$ cat config.mk
export PLATFORM = sky130hd
export DESIGN_NAME = btb_dir_predict
export DESIGN_NICKNAME = d
export VERILOG_FILES = /design/src/rtl/btb_dir_predict.sv
export SDC_FILE = /design/constraint.sdc
export NUM_CORES = 2
export LEC_CHECK = 0
export CAP_MARGIN = 20
export CORE_ASPECT_RATIO = 1.1
export CORE_UTILIZATION = 56
export DETAILED_ROUTE_END_ITERATION = 12
export PLACE_DENSITY = 0.75
export RECOVER_POWER = 50
export SLEW_MARGIN = 30
export SYNTH_ARGS = -nofsm -noshare
export SYNTH_HDL_FRONTEND = slang
export SYNTH_SLANG_ARGS = --single-unit
$ cat constraint.sdc
create_clock -name clk -period 6 [get_ports clk]
set_input_delay 1.2 -clock clk [delete_from_list [all_inputs] [get_ports clk]]
set_output_delay 1.2 -clock clk [all_outputs]
set_load 0.05 [all_outputs]
$ cat src/rtl/btb_dir_predict.sv
module btb_dir_predict #(
  parameter int AW    = 32,
  parameter int IDX_W = 4
) (
  input  logic          clk,
  input  logic          rst_n,
  input  logic [AW-1:0] fetch_pc,
  output logic          pred_hit,
  output logic          pred_taken,
  output logic [AW-1:0] pred_next_pc,
  input  logic          upd_valid,
  input  logic [AW-1:0] upd_pc,
  input  logic          upd_taken,
  input  logic [AW-1:0] upd_target,
  input  logic [AW-1:0] upd_pred_next,
  output logic          redirect,
  output logic [AW-1:0] redirect_pc
);
  localparam int DEPTH = 1 << IDX_W;
  localparam logic [AW-1:0] STEP = AW'(4);

  logic          valid_q [DEPTH];
  logic [AW-1:0] tag_q   [DEPTH];
  logic [AW-1:0] tgt_q   [DEPTH];
  logic [1:0]    ctr_q   [DEPTH];

  logic [IDX_W-1:0] f_idx, u_idx;
  logic             u_hit;

  assign f_idx = fetch_pc[IDX_W+1:2];
  assign u_idx = upd_pc[IDX_W+1:2];

  assign pred_hit     = valid_q[f_idx] && (tag_q[f_idx] == fetch_pc);
  assign pred_taken   = pred_hit && ctr_q[f_idx][1];
  assign pred_next_pc = pred_taken ? tgt_q[f_idx] : fetch_pc + STEP;

  assign u_hit       = valid_q[u_idx] && (tag_q[u_idx] == upd_pc);
  assign redirect_pc = upd_taken ? upd_target : upd_pc + STEP;
  assign redirect    = upd_valid && (redirect_pc != upd_pred_next);

  always_ff @(posedge clk) begin
    if (!rst_n) begin
      for (int i = 0; i < DEPTH; i++) begin
        valid_q[i] <= 1'b0;
        tag_q[i]   <= '0;
        tgt_q[i]   <= '0;
        ctr_q[i]   <= 2'b00;
      end
    end else if (upd_valid) begin
      if (u_hit) begin
        if (upd_taken) begin
          tgt_q[u_idx] <= upd_target;
          if (ctr_q[u_idx] != 2'b11) ctr_q[u_idx] <= ctr_q[u_idx] + 2'b01;
        end else if (ctr_q[u_idx] != 2'b00) begin
          ctr_q[u_idx] <= ctr_q[u_idx] - 2'b01;
        end
      end else if (upd_taken) begin
        valid_q[u_idx] <= 1'b1;
        tag_q[u_idx]   <= upd_pc;
        tgt_q[u_idx]   <= upd_target;
        ctr_q[u_idx]   <= 2'b10;
      end
    end
  end

  assert_taken_needs_hit_R2: assert property (@(posedge clk) disable iff (!rst_n)
    pred_taken |-> pred_hit);

  assert_fallthrough_R3: assert property (@(posedge clk) disable iff (!rst_n)
    !pred_taken |-> pred_next_pc == fetch_pc + STEP);

  assert_alloc_weak_R5: assert property (@(posedge clk) disable iff (!rst_n)
    (upd_valid && upd_taken && !u_hit) |=>
      (valid_q[$past(u_idx)] && ctr_q[$past(u_idx)] == 2'b10));

  assert_no_alloc_R6: assert property (@(posedge clk) disable iff (!rst_n)
    (upd_valid && !upd_taken && !u_hit) |=>
      (valid_q[$past(u_idx)] == $past(valid_q[u_idx])));

  assert_sat_high_R7: assert property (@(posedge clk) disable iff (!rst_n)
    (upd_valid && upd_taken && u_hit && ctr_q[u_idx] == 2'b11) |=>
      ctr_q[$past(u_idx)] == 2'b11);

  assert_sat_low_R7: assert property (@(posedge clk) disable iff (!rst_n)
    (upd_valid && !upd_taken && u_hit && ctr_q[u_idx] == 2'b00) |=>
      ctr_q[$past(u_idx)] == 2'b00);

  assert_redirect_idle_R9: assert property (@(posedge clk) disable iff (!rst_n)
    !upd_valid |-> !redirect);
endmodule

==> impl_metrics.env <==
export IMPL_rsz0062_at_grt="no"
export IMPL_wl_um=196000
export IMPL_synth_seq_cells=1072
export IMPL_synthToLayoutAreaGrowth_pct=14.76
export IMPL_n_fill_cell=7002
export IMPL_gr_usage_all_layers=0.3804
export IMPL_final_min_clock_period_ns=5.949
export IMPL_yosysSeqAreaShare=0.5663
export IMPL_clock_latency_ns=0.72
export IMPL_fin_area_um2=64910
export IMPL_crit_fanout=3
export IMPL_viasPerCell=7.169
export IMPL_dr_pass1_iters=6
export IMPL_pin_count=199
export IMPL_h_tree_depth=3
export IMPL_rows=121
export IMPL_nets=4352
export IMPL_vias=40150
export IMPL_die_h_um=335.3
export IMPL_p_leak_uw=0.02429
export IMPL_grt_pass1_wl_um=276800
export IMPL_crit_type="primary input to primary output"
export IMPL_die_x_um=305.0
export IMPL_grt_overflow_total=0
export IMPL_vdd_drop_max_mv=0.2087
export IMPL_skew_ns=0.04086
export IMPL_syn_avg_cell_area_um2=14.03
export IMPL_clk_pin_slew_worst_paths_ns=0.06
export IMPL_cts_root_buf="clkbuf_16"
export IMPL_port_buffers=198
export IMPL_layout_setup_ws_ns=0.05064
export IMPL_drive_gt1_frac=0.2336
export IMPL_tritoncts="built"
export IMPL_post_cts_buffers=0
export IMPL_die_area_um2=102300
export IMPL_antenna_found_initial=13
export IMPL_start_util=0.5687
export IMPL_totalPowerFinal_uw=18130
export IMPL_violations="capacitance limit, slew limit"
export IMPL_place_ws_ns=-0.2560
export IMPL_synth_cell_types=85
export IMPL_yosys_warnings=0
export IMPL_crit_path_top_delay_cell="clkdlybuf4s50_1"
export IMPL_grt_max_degree=184
export IMPL_cp_end_kind="primary output"
export IMPL_synth_area_um2=56560
export IMPL_hold_depth=1
export IMPL_startpoint_type="primary input"
export IMPL_relSlewSlack=-0.8631
export IMPL_slew_violations=673
export IMPL_ant_nets=0
export IMPL_hold_viol_final=0
export IMPL_critPathArrivalTime_ns=4.75
export IMPL_drc=0
export IMPL_r2r_cells=10
export IMPL_clk_path_buf_depth=3
export IMPL_cts_sinks=1072
export IMPL_power_density_nw_per_um2=279.4
export IMPL_dr_first_iter_drc_count=7203
export IMPL_setup_viol=0
export IMPL_async_reset_ff_frac=0
export IMPL_grt_pass1_vias=39190
export IMPL_fin_crit_sh=0.9916
export IMPL_synthCells=4032
export IMPL_synth_edff_count=1056
export IMPL_synthFlopType="edfxtp_1"
export IMPL_coreArea_um2=99470
export IMPL_cts_buffers=107
export IMPL_drv_cap=15
export IMPL_hpwl_um=122900
export IMPL_status="complete, but fails checks"
export IMPL_min_path_type="flip-flop to flip-flop"
export IMPL_fmax_mhz=168.1
export IMPL_tightest_slew_ns=2.784
export IMPL_crit_path_cell_trace="clkdlybuf4s50_1 > nand2_1 > nor3_1 > nand2_1 > xnor2_1 > or4_4 > a2111oi_4 > a41oi_2 > nor4_2 > buf_4 > a41oi_1 > buf_4"
export IMPL_place_area_um2=61660
export IMPL_fin_util=0.6526
export IMPL_crit_required_ns=4.80
export IMPL_wire_per_inst_um=35.00
export IMPL_gp_congestion=0.9879
export IMPL_slowest_delay_ns=0.63
power by group:
part | switching (uW) | internal (uW) | leakage (uW)
combinational | 1460 | 954 | 0.0123
clock | 2990 | 3940 | 0.00175
sequential | 163 | 8620 | 0.0102
total | 4620 | 13500 | 0.0243
cells in the mapped netlist (45+ instances only):
cell type | n | share of area
and2_1 | 379 | 0.042
and3_1 | 483 | 0.053
buf_2 | 87 | 0.0077
clkbuf_1 | 309 | 0.021
edfxtp_1 | 1056 | 0.56
mux2_2 | 57 | 0.011
mux2i_1 | 158 | 0.028
mux4_2 | 373 | 0.15
nand2_1 | 132 | 0.0088
nand3_1 | 75 | 0.0066
nand4_1 | 45 | 0.0050
nor2_1 | 97 | 0.0064
nor3_1 | 160 | 0.014
o21ai_0 | 67 | 0.0059
xnor2_1 | 94 | 0.015
xor2_1 | 60 | 0.0093
layout by cell type, fill, tap and decap left out, types with 108 or more instances in the layout:
cell type and instances:
and2_1 239, nor3_1 159, buf_4 249, and2_0 141
nand2_1 120, clkdlybuf4s50_1 115, mux4_2 373, and3_1 481
mux2i_1 157, clkbuf_16 108, edfxtp_1 1056
worst max-delay path: cells and delay by family:
| family | cells | cell delay (ns) |
|---|---|---|
| simple gates | 5 | 1.60 |
| xor+xnor | 1 | 0.16 |
| compound gates | 3 | 0.74 |
| buf+inv | 3 | 1.03 |
layer usage:
metal  vias to the layer above  GRT usage  wire length (um)  part of all wire
met3                       766     0.1109             28790              0.15
met4                         8     0.2207             13270             0.068
met5                         -          0                54           0.00028
met1                     19920     0.4836             65530              0.33
met2                      3503     0.5845             88390              0.45
li1                      15950          -                 -                 -
state kept, by name, summed over array words and instances (netlist names):
| signal | flops |
|---|---|
| ctr_q | 32 |
| tag_q | 512 |
| tgt_q | 512 |
| valid_q | 16 |
per-stage QoR:
| stage | std cells | hold slack, ns | TNS (ns) |
|---|---|---|---|
| finish | 5600 | 0.4856 | 0 |
| global route | 5595 | 0.5061 | 0 |
| CTS | 5593 | 0.4865 | 0 |
| detailed placement | 5397 | 0.4745 | -0.2560 |
| global placement | 5396 | 0.4491 | -0.2804 |
| floorplan | 4047 | 0.4362 | -68.00 |
final timing paths:
check	from	to	slack (ns)
max	upd_pc[19]	redirect	0.05
min	valid_q[9]$_DFF_P_	valid_q[9]$_DFF_P_	0.49
max reg2reg	tag_q[7][24]$_SDFFCE_PN0P_	tag_q[11][0]$_SDFFCE_PN0P_	2.09
min reg2reg	valid_q[9]$_DFF_P_	valid_q[9]$_DFF_P_	0.49
area by class of cell:
| cell class | instances | area (um2) | area share |
|---|---|---|---|
| Inverter | 29 | 108.9 | 0.001677 |
| Tap cell | 1291 | 1615 | 0.02488 |
| Sequential cell | 1072 | 32030 | 0.4935 |
| Clock inverter | 59 | 734.5 | 0.01131 |
| Antenna cell | 7 | 17.52 | 0.0002699 |
| Timing Repair Buffer | 500 | 4745 | 0.07309 |
| Multi-Input combinational cell | 2505 | 22800 | 0.3512 |
| Clock buffer | 137 | 2861 | 0.04408 |
what timing repair did:
item | in CTS | in global routing
endpoints found under the setup margin | 1 | 33
pin swaps | 1 | 2
gates cloned | 0 | 0
hold buffers | 0 | 0
resized for setup | 5 | 13
cell families (layout without fill, tap and decap cells):
group,after synthesis,after routing,synth area share
xor+xnor,154,154,0.02385
mux,589,589,0.1883
buf+inv,470,725,0.03745
flops,1072,1072,0.5663
fa+ha+maj,5,5,0.001106
simple gates,1474,1474,0.1505
other cells,1,23,0.00006630
compound gates,267,267,0.03243
No activity file was read; power rests on OpenSTA's default activity.
